===== src/rtl/sfeed_pkg.sv =====
package sfeed_pkg;

    typedef enum logic [3:0] {
        ST_IDLE,
        ST_F0,
        ST_F1,
        ST_F2,
        ST_F3,
        ST_F4,
        ST_F5,
        ST_F6,
        ST_F7
    } feed_st_e;

    // Control strobes produced by the sequencer for each step.
    typedef struct packed {
        logic sel_ptr;   // select the read-pointer slot
        logic sel_cnt;   // select the word-count slot
        logic inc;       // counter adder +1
        logic dec;       // counter adder -1
        logic wr;        // write counter adder result back
        logic use_row;   // address mux picks the row half
        logic addr_oe;   // address drivers on
        logic ras;
        logic cas;
        logic latch;     // capture DRAM data into the holding register
        logic load;      // parallel-load the shifter
    } feed_ctl_t;

    function automatic feed_ctl_t ctl_of(input feed_st_e st);
        feed_ctl_t c;
        c = '0;
        unique case (st)
            ST_F0: begin
                c.sel_ptr = 1'b1;
            end
            ST_F1: begin
                c.sel_ptr = 1'b1;
                c.use_row = 1'b1;
                c.addr_oe = 1'b1;
            end
            ST_F2: begin
                c.sel_ptr = 1'b1;
                c.ras     = 1'b1;
                c.inc     = 1'b1;
                c.addr_oe = 1'b1;
            end
            ST_F3: begin
                c.sel_ptr = 1'b1;
                c.ras     = 1'b1;
                c.cas     = 1'b1;
                c.inc     = 1'b1;
                c.wr      = 1'b1;
            end
            ST_F4: begin
                c.sel_ptr = 1'b1;
                c.ras     = 1'b1;
                c.cas     = 1'b1;
                c.inc     = 1'b1;
                c.latch   = 1'b1;
            end
            ST_F5: begin
                c.sel_ptr = 1'b1;
                c.inc     = 1'b1;
                c.wr      = 1'b1;
                c.load    = 1'b1;
            end
            ST_F6: begin
                c.sel_cnt = 1'b1;
                c.dec     = 1'b1;
            end
            ST_F7: begin
                c.sel_cnt = 1'b1;
                c.dec     = 1'b1;
                c.wr      = 1'b1;
            end
            default: c = '0;
        endcase
        return c;
    endfunction

endpackage


===== src/rtl/sfeed_seq.sv =====
module sfeed_seq
    import sfeed_pkg::*;
#(
    parameter int NUM_SLOTS = 4,
    parameter int PTR_SLOT  = 2,
    parameter int CNT_SLOT  = 0
) (
    input  logic                 clk,
    input  logic                 rst_n,
    input  logic                 dreq_i,
    input  logic                 empty_i,
    output feed_ctl_t            ctl_o,
    output logic [NUM_SLOTS-1:0] sel_o
);

    typedef struct packed {
        feed_st_e  st;
        feed_ctl_t ctl;
    } seq_t;

    seq_t seq_q, seq_d;

    // Next step and its strobes; strobes are registered together with the step.
    always_comb begin
        seq_d = seq_q;
        unique case (seq_q.st)
            ST_IDLE: if (dreq_i && empty_i) seq_d.st = ST_F0;
            ST_F0:   seq_d.st = ST_F1;
            ST_F1:   seq_d.st = ST_F2;
            ST_F2:   seq_d.st = ST_F3;
            ST_F3:   seq_d.st = ST_F4;
            ST_F4:   seq_d.st = ST_F5;
            ST_F5:   seq_d.st = ST_F6;
            ST_F6:   seq_d.st = ST_F7;
            ST_F7:   seq_d.st = ST_IDLE;
            default: seq_d.st = ST_IDLE;
        endcase
        seq_d.ctl = ctl_of(seq_d.st);
    end

    always_ff @(posedge clk) begin
        if (!rst_n) seq_q <= '0;
        else        seq_q <= seq_d;
    end

    assign ctl_o = seq_q.ctl;

    for (genvar k = 0; k < NUM_SLOTS; k++) begin : g_sel
        assign sel_o[k] = (seq_q.ctl.sel_ptr && (k == PTR_SLOT)) ||
                          (seq_q.ctl.sel_cnt && (k == CNT_SLOT));
    end

    // no departure from idle without a request and an empty shifter
    p_start_gate_r2: assert property (@(posedge clk) disable iff (!rst_n)
        (seq_q.st == ST_IDLE && !(dreq_i && empty_i)) |=> (seq_q.st == ST_IDLE));

    // the last step always hands back to idle
    p_end_to_idle_r7: assert property (@(posedge clk) disable iff (!rst_n)
        (seq_q.st == ST_F7) |=> (seq_q.st == ST_IDLE));

    // CAS only under a RAS that was already up
    p_cas_after_ras_r8: assert property (@(posedge clk) disable iff (!rst_n)
        $rose(seq_q.ctl.cas) |-> (seq_q.ctl.ras && $past(seq_q.ctl.ras)));

    // adder direction never conflicts
    p_inc_dec_excl_r11: assert property (@(posedge clk) disable iff (!rst_n)
        !(seq_q.ctl.inc && seq_q.ctl.dec));

    // a write-back always targets exactly one slot
    p_wr_one_slot_r11: assert property (@(posedge clk) disable iff (!rst_n)
        seq_q.ctl.wr |-> ($countones(sel_o) == 1));

endmodule


===== src/rtl/sfeed_addr_mux.sv =====
module sfeed_addr_mux #(
    parameter int CNT_W  = 20,
    parameter int ADDR_W = 10
) (
    input  logic [CNT_W-1:0]  ptr_i,
    input  logic              use_row_i,
    input  logic              oe_i,
    output logic [ADDR_W-1:0] addr_o
);

    localparam int ROW_HI = CNT_W - 1;

    logic [ADDR_W-1:0] row_addr, col_addr;

    assign row_addr = ptr_i[ROW_HI -: ADDR_W];
    assign col_addr = ptr_i[ADDR_W-1:0];

    always_comb begin
        if (!oe_i)          addr_o = '0;
        else if (use_row_i) addr_o = row_addr;
        else                addr_o = col_addr;
    end

endmodule


===== src/rtl/sfeed_piso.sv =====
module sfeed_piso #(
    parameter int WORD_W = 16
) (
    input  logic              clk,
    input  logic              rst_n,
    input  logic [WORD_W-1:0] dq_i,
    input  logic              latch_i,
    input  logic              load_i,
    input  logic              bit_en_i,
    output logic              sdata_o,
    output logic              empty_o
);

    localparam int CW = $clog2(WORD_W + 1);

    typedef struct packed {
        logic [WORD_W-1:0] hold;
        logic [WORD_W-1:0] sh;
        logic [CW-1:0]     left;
    } piso_t;

    piso_t p_q, p_d;

    always_comb begin
        p_d = p_q;
        if (latch_i) p_d.hold = dq_i;
        if (load_i) begin
            p_d.sh   = p_q.hold;
            p_d.left = CW'(WORD_W);
        end else if (bit_en_i && (p_q.left != '0)) begin
            p_d.sh   = {p_q.sh[WORD_W-2:0], 1'b0};
            p_d.left = p_q.left - CW'(1);
        end
    end

    always_ff @(posedge clk) begin
        if (!rst_n) p_q <= '0;
        else        p_q <= p_d;
    end

    assign sdata_o = p_q.sh[WORD_W-1];
    assign empty_o = (p_q.left == '0);

    // a parallel load leaves the shifter non-empty
    p_load_fills_r10: assert property (@(posedge clk) disable iff (!rst_n)
        load_i |=> !empty_o);

    // the word loaded was captured on the cycle before
    p_latch_then_load_r6: assert property (@(posedge clk) disable iff (!rst_n)
        load_i |-> $past(latch_i));

    // an empty shifter stays empty until the next load
    p_empty_holds_r9: assert property (@(posedge clk) disable iff (!rst_n)
        (empty_o && !load_i) |=> empty_o);

    // bit count never exceeds a word
    p_left_bound_r9: assert property (@(posedge clk) disable iff (!rst_n)
        p_q.left <= CW'(WORD_W));

endmodule


===== src/rtl/dram_serial_feed.sv =====
module dram_serial_feed
    import sfeed_pkg::*;
#(
    parameter int WORD_W    = 16,
    parameter int ADDR_W    = 10,
    parameter int CNT_W     = 20,
    parameter int NUM_SLOTS = 4,
    parameter int PTR_SLOT  = 2,
    parameter int CNT_SLOT  = 0
) (
    input  logic                 clk,
    input  logic                 rst_n,
    input  logic                 dreq_i,
    input  logic                 bit_en_i,
    input  logic [WORD_W-1:0]    dram_dq_i,
    input  logic [CNT_W-1:0]     cnt_val_i,
    output logic [NUM_SLOTS-1:0] cnt_sel_o,
    output logic                 cnt_inc_o,
    output logic                 cnt_dec_o,
    output logic                 cnt_wr_o,
    output logic [ADDR_W-1:0]    dram_addr_o,
    output logic                 dram_addr_oe_o,
    output logic                 dram_ras_o,
    output logic                 dram_cas_o,
    output logic                 sdata_o,
    output logic                 sreq_o
);

    feed_ctl_t ctl;
    logic      empty;

    sfeed_seq #(
        .NUM_SLOTS(NUM_SLOTS),
        .PTR_SLOT (PTR_SLOT),
        .CNT_SLOT (CNT_SLOT)
    ) u_seq (
        .clk    (clk),
        .rst_n  (rst_n),
        .dreq_i (dreq_i),
        .empty_i(empty),
        .ctl_o  (ctl),
        .sel_o  (cnt_sel_o)
    );

    sfeed_addr_mux #(
        .CNT_W (CNT_W),
        .ADDR_W(ADDR_W)
    ) u_amux (
        .ptr_i    (cnt_val_i),
        .use_row_i(ctl.use_row),
        .oe_i     (ctl.addr_oe),
        .addr_o   (dram_addr_o)
    );

    sfeed_piso #(
        .WORD_W(WORD_W)
    ) u_piso (
        .clk     (clk),
        .rst_n   (rst_n),
        .dq_i    (dram_dq_i),
        .latch_i (ctl.latch),
        .load_i  (ctl.load),
        .bit_en_i(bit_en_i),
        .sdata_o (sdata_o),
        .empty_o (empty)
    );

    assign cnt_inc_o      = ctl.inc;
    assign cnt_dec_o      = ctl.dec;
    assign cnt_wr_o       = ctl.wr;
    assign dram_addr_oe_o = ctl.addr_oe;
    assign dram_ras_o     = ctl.ras;
    assign dram_cas_o     = ctl.cas;
    assign sreq_o         = empty;

    // request falls only through a load
    p_req_falls_on_load_r10: assert property (@(posedge clk) disable iff (!rst_n)
        $fell(sreq_o) |-> $past(ctl.load));

endmodule


===== config.mk =====
export PLATFORM = sky130hd
export DESIGN_NAME = dram_serial_feed
export DESIGN_NICKNAME = d
export VERILOG_FILES = /design/src/rtl/sfeed_pkg.sv /design/src/rtl/sfeed_seq.sv /design/src/rtl/sfeed_addr_mux.sv /design/src/rtl/sfeed_piso.sv /design/src/rtl/dram_serial_feed.sv
export SDC_FILE = /design/constraint.sdc
export NUM_CORES = 1
export LEC_CHECK = 0
export CAP_MARGIN = 10
export CELL_PAD_IN_SITES_DETAIL_PLACEMENT = 1
export CELL_PAD_IN_SITES_GLOBAL_PLACEMENT = 2
export CORE_MARGIN = 10
export CORE_UTILIZATION = 29
export CTS_CLUSTER_SIZE = 20
export DETAILED_ROUTE_END_ITERATION = 8
export PLACE_DENSITY_LB_ADDON = 0.1
export SLEW_MARGIN = 5
export SYNTH_ARGS = -nofsm -noshare
export SYNTH_HDL_FRONTEND = slang
export SYNTH_SLANG_ARGS = --single-unit

===== constraint.sdc =====
create_clock -name clk -period 1.9 [get_ports clk]
set_input_delay 0.285 -clock clk [delete_from_list [all_inputs] [get_ports clk]]
set_output_delay 0.285 -clock clk [all_outputs]
set_load 0.01 [all_outputs]

==> reports/results.tsv <==
stage	metric	value	unit
synth	synth_edf_count	0	
worst_setup_path	arrival	1.53	ns
cts	clk_latency	0.30	ns
worst_setup_path	worst_setup_path_end_kind	primary output	
synth	syn_area	2372	µm²
cts	root_buffer	clkbuf_8	
synth	async_reset_ff_frac	0	
placement	place_inst	393	
synth	synth.distinct_cells	35	
final_layout	layout-drive-gt1-share	0.1213	
floorplan	ios	62	
global_route	grt_pass1_vias	1932	
cts	cts_max_level	2	
placement	detailed_place_hpwl	4.263	mm
floorplan	die-area	12200	µm²
sta	rsz0062_at_grt	no	
job	cap_violations	0	
worst_setup_path	critPathSlowestCell	clkdlybuf4s50_1	
floorplan	core	7848	µm²
power_and_ir_drop	power_switching	1.200	mW
power_and_ir_drop	pwr-share-comb	0.424	
detailed_routing	drt_wl_total	6.146	mm
floorplan	rows	32	
sta	hold_viol	0	
power_and_ir_drop	switching_share	0.3475	
cts	cts_buffers	5	
detailed_routing	wl_per_cell	15.10	µm
power_and_ir_drop	power_leakage	1.341	nW
sta	fin_crit_sh	0.9535	
detailed_routing	viasPerCell	4.656	
synth	ys.flop_type	dfxtp_1	
sta	fmax	552.0	MHz
final_layout	fill_cells	909	
hold_path	hold_class	flop to flop	
synth	avgSynthCellArea	9.643	µm²
detailed_routing	vias	1895	
detailed_routing	dr.pass1.iters	4	
synth	synth_area_leaders	dfxtp_1 43%, mux2i_1 11%, nor2b_1 7.1%, o311a_1 6.3%, nand2b_1 5.3%	
final_layout	area_growth	37.50	%
floorplan	start_util	0.3023	
sta	whs	0.4531	ns
sta	setup_viol	0	
outcome	status	complete, no violations	
worst_setup_path	max_stage_delay	0.56	ns
final_layout	diodes	0	
synth	yosys_register_bits	51	
synth	synth_largest_area_cell	dfxtp_1	
synth	synthCells	246	
global_route	grt_use_total	0.09685	
global_route	grt-ovfl-total	0	
worst_setup_path	setup.worst_path.class	flop to primary output	
final_layout	finish.utilization	0.4157	
placement	gp_congestion	0.7143	
power_and_ir_drop	seq_power_share	0.383	
synth	synth_top_area_frac	0.4304	
power_and_ir_drop	ir_drop	610.1	µV
cts	clock_sinks	51	
cts	clkTransAtPathRegs	0.10	ns
global_route	antenna_found_initial	0	
global_route	grt_max_degree	41	
final_layout	multi_input_area	1227	µm²
cts	postCtsHoldBufs	0	
worst_setup_path	start_kind	flop	
detailed_routing	ant_nets	0	
sta	drv_slew	0	
sta	tns	0	ns
cts	cts_tree	yes	
cts	cts_buffer_depth	2	
detailed_routing	drt_first_iter_violations	51	
power_and_ir_drop	power.share.clock	0.193	
detailed_routing	drcViolationCount	0	
sta	skew	0.01362	ns
final_layout	fin_cells	407	
worst_setup_path	crit_required	1.62	ns
synth	yosys_warnings	0	
floorplan	die_w	110.4	µm
placement	io_buffer_count	59	
worst_setup_path	crit_fanout	9	
synth	synth_seq_area_share	0.4304	
floorplan	die-height	110.4	µm
power_and_ir_drop	powerDensity	1059	nW/µm²
global_route	grt_first_pass_wirelength	10.06	mm
power_and_ir_drop	power.internal	2.254	mW
power_and_ir_drop	power	3.454	mW
final_layout	regArea	1025	µm²
final_layout	fin_nets	347	
worst_setup_path	path_cells	buf_6, mux2i_1, nor2b_1, clkdlybuf4s50_1	
sta	fin_crit	1.812	ns
==> worst paths after layout <==
| kind | start | endpoint | slack [ns] | depth (start not counted) |
|---|---|---|---|---|
| setup / recovery | u_seq.ctl_o[5] | dram_addr_o[3] | 0.09 | 4 |
| hold / removal | u_piso.p_q[21] | u_piso.p_q[5] | 0.45 | 2 |
| setup reg to reg | u_piso.p_q[0] | u_piso.p_q[18] | 0.09 | 6 |
| hold reg to reg | u_piso.p_q[21] | u_piso.p_q[5] | 0.45 | 2 |
==> cells in the mapped netlist (2+ instances only) <==
master and n:
dfxtp_1 51, nor2b_1 27, mux2i_1 26, nand2b_1 20, clkbuf_1 17, a21boi_0 16, and3_1 16, o311a_1 15
a21oi_1 7, nand2_1 6, nor3_1 6, inv_1 5, nor2_1 5, buf_4 4, buf_2 2, buf_6 2
ha_1 2, or2_2 2
==> flip-flops by register name, indices dropped and copies added, names as in the netlist <==
| signal | flops |
|---|---|
| u_seq.ctl_o | 10 |
| u_seq.seq_q | 4 |
| u_piso.p_q | 36 |
| u_piso.sdata_o | 1 |
==> cell families after synthesis <==
logic type,after synthesis,synth area share
buffers and inverters,30,0.06118
and+or+nand+nor,87,0.2189
other,1,0.001581
adders and majority gates,2,0.01055
xor gates and xnor gates,1,0.003693
muxes,26,0.1097
AOI/OAI and AO/OA,48,0.1640
DFF,51,0.4304
==> stage by stage <==
stage	worst slack [ns]	cell area [µm²]
CTS	0.01382	3158
global placement	-0.01647	3068
floorplan	0.1686	2376
finish	0.08839	3262
global route	0.01784	3262
detailed placement	-0.03215	3068
==> area by class of cell <==
cell class              instances  share of cell area
multi-input cells             166              0.3763
flip-flops and latches         51              0.3142
repair buffers                 76              0.2359
well taps                     102             0.03913
clock buffers                   6             0.02532
inverters                       5            0.006521
clock inverters                 1            0.002685
==> power by group through the flow <==
stage / Combinational (mW) / Clock, mW / Sequential, mW
finish: 1.46 / 0.667 / 1.32
CTS: 1.31 / 0.696 / 1.32
global route: 1.62 / 0.745 / 1.35
global placement: 1.30 / 0 / 1.34
detailed placement: 1.31 / 0 / 1.34
floorplan: 0.854 / 0 / 1.29
==> layout by cell type (no fill, tap or decap), drive strengths merged, types with 2 or more instances in the layout <==
master,n
dlymetal6s2s,5
a21oi,7
dlygate4sd2,3
dfxtp,51
nand2,6
or2,2
mux2i,26
clkdlybuf4s50,50
nor3,6
clkbuf,6
a21boi,17
inv,6
conb,2
nor2b,27
and3,16
nor2,5
nand2b,20
o311a,15
buf,18
ha,2
==> repair_timing <==
item                                    CTS  global route
setup buffers                             0             7
gates resized for setup                  10            17
endpoints found under the setup margin   10            23
hold endpoints to repair                  0             0
==> metal layers <==
layer / GRT usage / wire length (µm)
met5: 0 / 0
met1: 0.1224 / 2939
met3: 0.02269 / 130
met4: 0.02850 / 53
met2: 0.1588 / 3023
==> worst max-delay path, delay by kind of cell (launching register included) <==
family	cells	cell delay (ns)
buffers and inverters	2	0.69
flip-flops	1	0.32
multiplexers	1	0.11
AND/OR/NAND/NOR	1	0.10
No activity file was read; power rests on OpenSTA's default activity.
